$ cat src/rtl/psv_pkg.sv
package psv_pkg;

    // Phase of the read that is in flight
    typedef enum logic [1:0] {
        PH_IDLE    = 2'd0,
        PH_RAMDATA = 2'd1,
        PH_REFETCH = 2'd2,
        PH_PMDATA  = 2'd3
    } psv_phase_e;

endpackage

$ cat src/rtl/psv_cfg_regs.sv
module psv_cfg_regs #(
    parameter int PAGE_W = 8
) (
    input  logic              clk,
    input  logic              rst_n,
    input  logic              page_we,
    input  logic [PAGE_W-1:0] page_wdata,
    input  logic              en_we,
    input  logic              en_wdata,
    output logic [PAGE_W-1:0] page_q,
    output logic              en_q
);

    typedef struct packed {
        logic [PAGE_W-1:0] page;
        logic              en;
    } cfg_t;

    cfg_t cfg_d, cfg_q;

    always_comb begin
        cfg_d = cfg_q;
        if (page_we) cfg_d.page = page_wdata;
        if (en_we)   cfg_d.en   = en_wdata;
    end

    always_ff @(posedge clk or negedge rst_n) begin
        if (!rst_n) cfg_q <= '0;
        else        cfg_q <= cfg_d;
    end

    assign page_q = cfg_q.page;
    assign en_q   = cfg_q.en;

endmodule

$ cat src/rtl/psv_window_dec.sv
module psv_window_dec #(
    parameter int EA_W   = 16,
    parameter int PAGE_W = 8,
    localparam int OFS_W = EA_W - 1,
    localparam int PA_W  = PAGE_W + OFS_W
) (
    input  logic              accept,
    input  logic              req_xbus,
    input  logic [EA_W-1:0]   req_addr,
    input  logic              en,
    input  logic              tbl_busy,
    input  logic [PAGE_W-1:0] page,
    output logic              map_hit,
    output logic              ram_pass,
    output logic [PA_W-1:0]   prog_addr
);

    logic in_window;

    always_comb begin
        // top address bit selects the upper half of data space
        in_window = req_addr[EA_W-1] & en & req_xbus & ~tbl_busy;
        map_hit   = accept & in_window;
        ram_pass  = accept & ~in_window;
        prog_addr = {page, req_addr[OFS_W-1:0]};
    end

endmodule

$ cat src/rtl/psv_fetch_seq.sv
module psv_fetch_seq
    import psv_pkg::*;
#(
    parameter int PA_W = 23
) (
    input  logic            clk,
    input  logic            rst_n,
    input  logic            map_hit,
    input  logic            ram_pass,
    input  logic [PA_W-1:0] prog_addr,
    output logic            stall,
    output logic            pm_re,
    output logic [PA_W-1:0] pm_addr,
    output logic            deliver_ram,
    output logic            deliver_pm
);

    typedef struct packed {
        psv_phase_e      phase;
        logic [PA_W-1:0] addr;
    } seq_t;

    seq_t seq_d, seq_q;

    always_comb begin
        seq_d = seq_q;
        if (map_hit) begin
            seq_d.phase = PH_REFETCH;
            seq_d.addr  = prog_addr;
        end else if (ram_pass) begin
            seq_d.phase = PH_RAMDATA;
        end else if (seq_q.phase == PH_REFETCH) begin
            seq_d.phase = PH_PMDATA;
        end else begin
            seq_d.phase = PH_IDLE;
        end
    end

    always_ff @(posedge clk or negedge rst_n) begin
        if (!rst_n) seq_q <= '{phase: PH_IDLE, addr: '0};
        else        seq_q <= seq_d;
    end

    always_comb begin
        stall       = (seq_q.phase == PH_REFETCH);
        deliver_ram = (seq_q.phase == PH_RAMDATA);
        deliver_pm  = (seq_q.phase == PH_PMDATA);
        pm_re       = map_hit | stall;
        pm_addr     = stall ? seq_q.addr : prog_addr;
    end

endmodule

$ cat src/rtl/psv_mapper.sv
module psv_mapper #(
    parameter int EA_W   = 16,
    parameter int PAGE_W = 8,
    parameter int PW_W   = 24,
    parameter int DW     = 16,
    localparam int PA_W  = PAGE_W + EA_W - 1
) (
    input  logic              clk,
    input  logic              rst_n,
    input  logic              req_valid,
    input  logic              req_xbus,
    input  logic [EA_W-1:0]   req_addr,
    input  logic              tbl_busy,
    input  logic              page_we,
    input  logic [PAGE_W-1:0] page_wdata,
    input  logic              en_we,
    input  logic              en_wdata,
    output logic              stall,
    output logic              rd_valid,
    output logic [DW-1:0]     rd_data,
    output logic              ram_re,
    output logic [EA_W-1:0]   ram_addr,
    input  logic [DW-1:0]     ram_rdata,
    output logic              pm_re,
    output logic [PA_W-1:0]   pm_addr,
    input  logic [PW_W-1:0]   pm_rdata
);

    logic [PAGE_W-1:0] page_q;
    logic              en_q;
    logic              accept;
    logic              map_hit;
    logic              ram_pass;
    logic [PA_W-1:0]   prog_addr;
    logic              deliver_ram;
    logic              deliver_pm;
    logic              unused_upper;

    psv_cfg_regs #(.PAGE_W(PAGE_W)) u_cfg (
        .clk        (clk),
        .rst_n      (rst_n),
        .page_we    (page_we),
        .page_wdata (page_wdata),
        .en_we      (en_we),
        .en_wdata   (en_wdata),
        .page_q     (page_q),
        .en_q       (en_q)
    );

    // requests are ignored during the extra fetch cycle
    assign accept = req_valid & ~stall;

    psv_window_dec #(.EA_W(EA_W), .PAGE_W(PAGE_W)) u_dec (
        .accept    (accept),
        .req_xbus  (req_xbus),
        .req_addr  (req_addr),
        .en        (en_q),
        .tbl_busy  (tbl_busy),
        .page      (page_q),
        .map_hit   (map_hit),
        .ram_pass  (ram_pass),
        .prog_addr (prog_addr)
    );

    psv_fetch_seq #(.PA_W(PA_W)) u_seq (
        .clk         (clk),
        .rst_n       (rst_n),
        .map_hit     (map_hit),
        .ram_pass    (ram_pass),
        .prog_addr   (prog_addr),
        .stall       (stall),
        .pm_re       (pm_re),
        .pm_addr     (pm_addr),
        .deliver_ram (deliver_ram),
        .deliver_pm  (deliver_pm)
    );

    assign ram_re       = ram_pass;
    assign ram_addr     = req_addr;
    assign unused_upper = ^pm_rdata[PW_W-1:DW];

    always_comb begin
        rd_valid = deliver_ram | deliver_pm;
        rd_data  = '0;
        if (deliver_pm)       rd_data = pm_rdata[DW-1:0];
        else if (deliver_ram) rd_data = ram_rdata;
    end

endmodule

$ cat config.mk
export PLATFORM = sky130hd
export DESIGN_NAME = psv_mapper
export DESIGN_NICKNAME = d
export VERILOG_FILES = /design/src/rtl/psv_pkg.sv /design/src/rtl/psv_cfg_regs.sv /design/src/rtl/psv_window_dec.sv /design/src/rtl/psv_fetch_seq.sv /design/src/rtl/psv_mapper.sv
export SDC_FILE = /design/constraint.sdc
export NUM_CORES = 1
export LEC_CHECK = 0
export ABC_CLOCK_PERIOD_IN_PS = 1900
export BUFFER_PORTS_ARGS = -buffer_cell sky130_fd_sc_hd__buf_4
export CAP_MARGIN = 10
export CORE_MARGIN = 2
export CORE_UTILIZATION = 43
export CTS_CLUSTER_SIZE = 10
export DETAILED_ROUTE_END_ITERATION = 8
export GPL_TIMING_DRIVEN = 0
export HOLD_SLACK_MARGIN = 0.03
export PLACE_DENSITY = 0.81
export REMOVE_ABC_BUFFERS = 1
export SYNTH_ARGS = -nofsm -noshare
export SYNTH_HDL_FRONTEND = slang
export SYNTH_SLANG_ARGS = --single-unit
$ cat constraint.sdc
create_clock -name clk -period 1.9 [get_ports clk]
set_input_delay 0.095 -clock clk [delete_from_list [all_inputs] [get_ports clk]]
set_output_delay 0.095 -clock clk [all_outputs]
set_load 0.05 [all_outputs]
# After elaboration in Yosys (flattened, before gate mapping)
# Index checks and enable logic that the tools add are counted.
word_totals:
  ff_bits: 34
  output_inout_bits: 59
  input_bits: 72
classes:
  muxes: 6
  bitwise_logic: 11
  n_eq_ne: 3
ops:
  columns: ["operator", "n"]
  rows:
  - ["$mux W16", 2]
  - ["$mux W23", 1]
  - ["$and A1 B1 Y1", 6]
  - ["$mux W2", 3]
  - ["$eq A2 B2 Y1 const B", 2]
  - ["$not A1 Y1", 3]
  - ["$eq A2 B1 Y1 const B", 1]
  - ["$or A1 B1 Y1", 2]

# Depth between registers and ports, before layout
# Gate-level depths: netlist of run 1.
logic_depth:
  ltp_word: 7
  depth_mapped: 7
  ltp_nobuf: 4

# Cells and area by module
# Synthesis of run 1 repeated with hierarchy kept, for this count alone.
hier_totals:
  cells_unflattened: 172
  area_unflattened_um2: 2230.9
by_module_without_submodules:
  columns: ["mod", "area_per_inst_um2", "n_inst", "cells_per_inst", "seq_area_each_um2"]
  rows:
  - ["psv_fetch_seq", 1330.0, 1, 84, 625.6]
  - ["psv_cfg_regs", 367.9, 1, 19, 225.2]
  - ["psv_mapper", 327.8, 1, 42, 0.0]
  - ["psv_window_dec", 205.2, 1, 27, 0.0]

# Worst setup path after synthesis of run 1
# Ideal clock, no wire load.
synth_timing:
  path_type: "flip-flop to output port"
  startpoint: "register u_seq.seq_q[24] in the netlist's numbering"
  endpoint: "output port ram_re"
  required_time_ps: 1805
  stages_incl_launch_ff: 7
  t_arrival_ps: 1772
  path_slack_ps: 33
  cell_sequence: "dfrtp_1 > buf_2 > nand2b_1 > buf_6 > inv_1 > buf_2 > nor2_1"
synth_between:
  elab_chain_len: 4
synth_rtl:
  columns: ["item", "line", "source"]
  rows:
  - ["from (decl)", "psv_fetch_seq.sv:23", "seq_t seq_d, seq_q;"]
  - ["from (signal assigned)", "psv_fetch_seq.sv:40", "if (!rst_n) seq_q <= '{phase: PH_IDLE, addr: '0};"]
  - ["from (signal assigned)", "psv_fetch_seq.sv:41", "else seq_q <= seq_d;"]
  - ["$eq A2 B2 Y1", "psv_fetch_seq.sv:45", "stall = (seq_q.phase == PH_REFETCH);"]
  - ["via stall", "psv_mapper.sv:18", "output logic stall,"]
  - ["$not A1 Y1", "psv_mapper.sv:51", "assign accept = req_valid & ~stall;"]
  - ["$and A1 B1 Y1", "psv_mapper.sv:51", null]
  - ["$and A1 B1 Y1", "psv_window_dec.sv:24", "ram_pass = accept & ~in_window;"]
  - ["to (decl)", "psv_mapper.sv:21", "output logic ram_re,"]
# The timed path passes the listed nets, and every way through them passes these cells.

# Final worst setup path of run 1
layout_timing:
  startpoint: "register u_seq.seq_q[24] in the netlist's numbering"
  endpoint: "output port pm_addr[7]"
layout_between:
  elab_chain_len: 2
layout_rtl:
  columns: ["item", "line", "source"]
  rows:
  - ["$eq A2 B2 Y1", "psv_fetch_seq.sv:45", null]
  - ["$mux W23", "psv_fetch_seq.sv:49", "pm_addr = stall ? seq_q.addr : prog_addr;"]
  - ["to (decl)", "psv_mapper.sv:25", "output logic [PA_W-1:0] pm_addr,"]
# Every way passes these cells.

==> reports/metrics.csv, run 1 <==
metric;value;unit
grt_pass1_vias;1738;
clk_latency;0.28;ns
worst_pin_slew;0.459;ns
max-slew-margin-rel;69.4;%
critPathCaptureType;primary output;
ys_seq_area_share;41.3;%
required;1.80;ns
drc;0;
clkSinkCount;34;
grt_max_degree;35;
dieArea;5360;um2
area_growth;50.2;%
power_frac_seq;36.3;%
htree_levels;2;
p_leak;1.65;nW
p_int;1.89;mW
root_buffer;clkbuf_8;
die_height;73.2;um
syn_area;2060;um2
ant_nets;0;
start_util;44.2;%
top_usage_layer;met2;
critical_path.max_stage_delay;0.62;ns
cpMostUsedCell;nand2_1;
use_met3;5.94;%
ys_seq_elements;34;
pin_count;131;
crit_fanout;18;
grt_use_met1;20.9;%
drtPass1Iterations;4;
comb_power_share;34.0;%
clkPwrFrac;29.8;%
grt_pass1_wl;7.82;mm
finalPower;2.75;mW
grt_use_met2;36.0;%
antenna_found_initial;0;
dr.first_iter.drc_count;67;
dpl.cell_count;353;
cpMaxStageDelayCell;dfrtp_4;
synth.distinct_cells;15;
path_delay_family;flip-flops;
cp_num_buf_inv;3;
final_layout_size_suffix_gt1_share;55.4;%
min-delay-path-class;in -> reg;
syn-instance-count;205;
max-cap-violations;0;
core;4660;um2
crit_type;reg -> out;
routedWlPerCell;14.1;um
place.gp.congestion;0.733;
synth_top_area_share;41.3;%
dr_total_vias;1743;
dp_hpwl;3.57;mm
fin_skew;0.00598;ns
finalSetupTns;0;ns
vias_per_cell;4.71;
finalMaxSlewViolations;0;
syn_avg_cell_area;10.1;um2
power_switching;0.857;mW
synth_top_cell_by_area;dfrtp_1;
cts_tree;done;
yosysWarningCount;0;
period_share;94.9;%
fmax;555;MHz
grt-ovfl-total;0;
final_cells;370;
wl;5.22;mm
fin_nets;387;
irDropWorstVdd;497;uV
grt_usage;19.3;%
utilization;66.4;%
clkTransAtPathRegs;0.07;ns
status;finished clean;
cp-start-kind;flop;
yosys-top-cells-area;dfrtp_1 (41%), mux2_4 (15%), nand2_1 (13%);
portBuffers;122;
powerDensity;888;nW/um2
n_antenna_cell;0;
crit_chain;nand2b_4, clkinvlp_4, buf_12, nand2_1, nand2_1, buf_4;
num_rows;25;
post-route-min-period;1.80;ns
rsz0062_at_grt;false;
numCtsBuffers;5;
worstPathArrival;1.71;ns
sw_frac_of_total;31.2;%
die_x;73.2;um
clock_path_buffers;2;
setup_viol;0;
hold_viol_final;0;
## path summary, 6_finish.rpt
| check | start | endpoint | slack (ns) | depth (start not counted) |
|---|---|---|---|---|
| setup / recovery | u_seq.seq_q[24]$_DFF_PN0_ | pm_addr[7] | 0.1 | 6 |
| hold / removal | page_wdata[2] | u_cfg.page_q[2]$_DFFE_PN0P_ | 0.04 | 2 |
| setup reg to reg | u_seq.seq_q[24]$_DFF_PN0_ | u_seq.seq_q[13]$_DFFE_PN0P_ | 0.15 | 3 |
| hold reg to reg | u_cfg.en_q$_DFFE_PN0P_ | u_cfg.en_q$_DFFE_PN0P_ | 0.51 | 1 |
| max in group asynchronous | rst_n | u_seq.seq_q[24]$_DFF_PN0_ | 1.25 | 2 |
| min in group asynchronous | rst_n | u_seq.seq_q[0]$_DFFE_PN0P_ | 0.30 | 2 |
## power groups by stage
stage	Sequential [mW]	Combinational [mW]	Clock [mW]
after CTS	0.994	0.940	0.843
after global placement	0.991	0.910	0
final	0.996	0.933	0.818
after floorplan	0.980	0.570	0
after global routing	1.02	0.984	0.875
after detailed placement	1.00	0.925	0
## area by class of cell
class	count	area, um2
inverters	1	7.51
flip-flops and latches	34	856
repair buffers	129	983
repair inverters	1	7.51
fillers	379	1570
clock buffers	6	82.6
clock inverters	2	60.1
well taps	54	67.6
multi-input cells	143	1030
## kinds of logic after synthesis
group | after synthesis | share of synthesized area (%)
muxes | 48 | 28.9
and+or+nand+nor | 94 | 20.3
buffers and inverters | 29 | 9.53
DFF | 34 | 41.3
## worst reg2reg max path: stages, from the launching register on
cell and delay (ns):
dfrtp_4 0.62, nand2b_4 0.20, nand3_4 0.37, mux2_4 0.45
## per-layer routing
| metal | vias up | wire, um |
|---|---|---|
| met5 | - | 0 |
| met4 | 0 | 28 |
| met3 | 4 | 436 |
| met2 | 72 | 2710 |
| met1 | 805 | 2050 |
| li1 | 862 | - |
## cells in the mapped netlist
| master | n |
|---|---|
| inv_1 | 1 |
| dfrtp_1 | 34 |
| nor2b_1 | 16 |
| and4b_1 | 1 |
| nor2_1 | 1 |
| clkbuf_1 | 5 |
| mux2_2 | 12 |
| buf_6 | 3 |
| mux2_4 | 20 |
| buf_4 | 16 |
| nand3_4 | 1 |
| buf_2 | 4 |
| nand2_1 | 73 |
| nand2b_1 | 2 |
| mux2i_1 | 16 |
## layout by cell type (no fill, tap or decap), drive strengths merged
master	count
nand2	73
mux2	32
nor2b	16
bufinv	2
nor2	1
and4b	1
buf	128
mux2i	16
clkbuf	6
nand3	1
nand2b	3
dfrtp	34
clkinvlp	2
dlygate4sd3	1
## stage by stage
| step | cell area, um2 | hold slack [ns] | setup slack (ns) |
|---|---|---|---|
| 2_1_floorplan | 1870 | -0.201 | -1.11 |
| 4_1_cts | 3090 | 0.0317 | 0.0865 |
| 5_1_grt | 3090 | 0.0384 | 0.0217 |
| 3_3_place_gp | 2850 | 0.0662 | -1.25 |
| 6_report | 3090 | 0.0431 | 0.0977 |
| 3_5_place_dp | 2850 | 0.0664 | -1.27 |
## flip-flops by register name (all words and copies together), names as in the netlist
name	count
u_seq.seq_q	25
u_cfg.en_q	1
u_cfg.page_q	8
## what timing repair did
| item | CTS | global route |
|---|---|---|
| setup buffers | 6 | 0 |
| hold endpoints to repair | 34 | 0 |
| hold buffers | 1 | 0 |
| setup endpoints to repair | 51 | 0 |
| gates resized for setup | 7 | 0 |
No activity file was read; power rests on OpenSTA's default activity.
==> inputs of run 2 (changes only) <==
--- a/config.mk
+++ b/config.mk
@@ -9,12 +9,13 @@
 export BUFFER_PORTS_ARGS = -buffer_cell sky130_fd_sc_hd__buf_4
 export CAP_MARGIN = 10
 export CORE_MARGIN = 2
-export CORE_UTILIZATION = 43
+export CORE_UTILIZATION = 44
+export CTS_BUF_LIST = sky130_fd_sc_hd__clkbuf_8
 export CTS_CLUSTER_SIZE = 10
 export DETAILED_ROUTE_END_ITERATION = 8
 export GPL_TIMING_DRIVEN = 0
 export HOLD_SLACK_MARGIN = 0.03
-export PLACE_DENSITY = 0.81
+export PLACE_DENSITY = 0.83
 export REMOVE_ABC_BUFFERS = 1
 export SYNTH_ARGS = -nofsm -noshare
 export SYNTH_HDL_FRONTEND = slang
==> run 2 against run 1 <==
Hold slack improved by 0.0017 ns; total power fell by 5.5%; die area fell by 2.1%; cell count fell by 0.27%; register-to-register slack barely moved; clock skew rose by 0.0019 ns; design area fell by 0.97%; global-route usage rose by 1.5 points; largest cell class unchanged.
==> reports/metrics.csv, run 2 (same netlist as run 1, synthesis figures left out) <==
metric;value;unit
drc;0;
pin_count;131;
clkSinkCount;34;
fmax;555;MHz
num_rows;24;
die_height;72.4;um
wl;5.36;mm
routedWlPerCell;14.5;um
dpl_cell_area;2850;um2
grt_pass1_vias;1795;
start_util;46.4;%
hold_viol_final;0;
portBuffers;122;
n_antenna_cell;0;
finalPower;2.60;mW
dr.first_iter.drc_count;59;
finalSetupTns;0;ns
critPathCaptureType;primary output;
fin_skew;0.00792;ns
grt_pass1_wl;8.49;mm
worst_pin_slew;0.463;ns
min-delay-path-class;in -> reg;
power_switching;0.846;mW
largest_reg_flops;25;
htree_levels;2;
p_leak;1.65;nW
final_area;3060;um2
critical_path.max_stage_delay;0.62;ns
grt-ovfl-total;0;
dieArea;5250;um2
ant_nets;0;
numCtsBuffers;5;
rsz0062_at_grt;false;
cpMaxStageDelayCell;dfrtp_4;
crit_fanout;18;
fin_nets;389;
clkTransAtPathRegs;0.07;ns
status;finished clean;
post-route-min-period;1.80;ns
fillers;362;
power_frac_seq;38.4;%
holdWs;0.0449;ns
required;1.80;ns
setup_viol;0;
path_delay_family;flip-flops;
place.gp.congestion;0.743;
max-slew-margin-rel;69.2;%
crit_chain;nand2b_4, clkinvlp_4, buf_4, nand2_1, nand2_1, buf_4;
period_share;94.8;%
drtPass1Iterations;4;
cp-start-kind;flop;
crit_type;reg -> out;
clock_path_buffers;2;
grt_max_degree;35;
cp_num_buf_inv;3;
layout_common_cells;buf_4 (130), nand2_1 (73), dfrtp_1 (32);
core;4440;um2
worstPathArrival;1.71;ns
cts_tree;done;
final_common_cell;buf_4;
grt_usage;20.8;%
clkPwrFrac;25.8;%
comb_power_share;35.9;%
clk_latency;0.28;ns
sw_frac_of_total;32.6;%
vias_per_cell;4.76;
antenna_found_initial;0;
irDropWorstVdd;673;uV
max-cap-violations;0;
post-place-ws;-1.27;ns
dp_hpwl;3.80;mm
finalMaxSlewViolations;0;
root_buffer;clkbuf_8;
powerDensity;847;nW/um2
die_x;72.4;um
p_int;1.75;mW
top_register;u_seq.seq_q;
dr_total_vias;1757;
setup_slack;0.0985;ns
area_growth;48.7;%
final_layout_size_suffix_gt1_share;55.5;%
[run 2: cell types whose count changed in the layout (fill, tap and decap cells not counted), sizes merged]
cell	change
buf	+2
bufinv	-1
[run 2: area by class of cell]
type,instances,area (um2),area share (%)
clock buffers,6,82.6,2.69
clock inverters,1,30.0,0.980
inverters,1,7.51,0.245
multi-input cells,143,1030,33.6
flip-flops and latches,34,856,27.9
well taps,52,65.1,2.12
repair buffers,131,986,32.2
repair inverters,1,7.51,0.245
[run 2: per-stage QoR]
step / utilization [%] / cells
after global routing: 68.9 / 369
after global placement: 64.1 / 351
after CTS: 68.9 / 369
after detailed placement: 64.1 / 351
final: 68.9 / 369
after floorplan: - / 177
[run 2: timing repair]
action / 4_1_cts / 5_1_grt
setup endpoints to repair: 51 / 0
hold endpoints to repair: 34 / 0
gates resized for setup: 7 / 0
buffers inserted: 8 / 0
hold buffers: 1 / 0
[run 2: power by group through the flow]
stage	Combinational, mW	Clock (mW)	Sequential, mW
2_1_floorplan	0.570	0	0.980
3_3_place_gp	0.908	0	0.992
3_5_place_dp	0.926	0	1.00
4_1_cts	0.939	0.686	0.994
5_1_grt	0.988	0.717	1.02
6_report	0.931	0.669	0.995
[run 2: final timing paths]
path	slack [ns]	cells past startpoint	startpoint	to
max	0.1	6	u_seq.seq_q[24]$_DFF_PN0_	pm_addr[22]
min	0.04	2	en_wdata	u_cfg.en_q$_DFFE_PN0P_
max reg2reg	0.14	3	u_seq.seq_q[24]$_DFF_PN0_	u_seq.seq_q[1]$_DFFE_PN0P_
min reg2reg	0.51	1	u_seq.seq_q[5]$_DFFE_PN0P_	u_seq.seq_q[5]$_DFFE_PN0P_
max in group asynchronous	1.25	2	rst_n	u_seq.seq_q[24]$_DFF_PN0_
min in group asynchronous	0.30	2	rst_n	u_cfg.page_q[3]$_DFFE_PN0P_
[run 2: worst register-to-register path: cells and delay by family, from the launching register on]
kind,cells,cell delay [ns]
flops,1,0.62
mux,1,0.45
simple gates,2,0.58
[run 2: metal layers]
| metal | global-route usage, % | wire (um) |
|---|---|---|
| met3 | 4.03 | 299 |
| met4 | 5.56 | 73 |
| met2 | 36.5 | 2790 |
| met5 | 0 | 0 |
| met1 | 26.2 | 2200 |
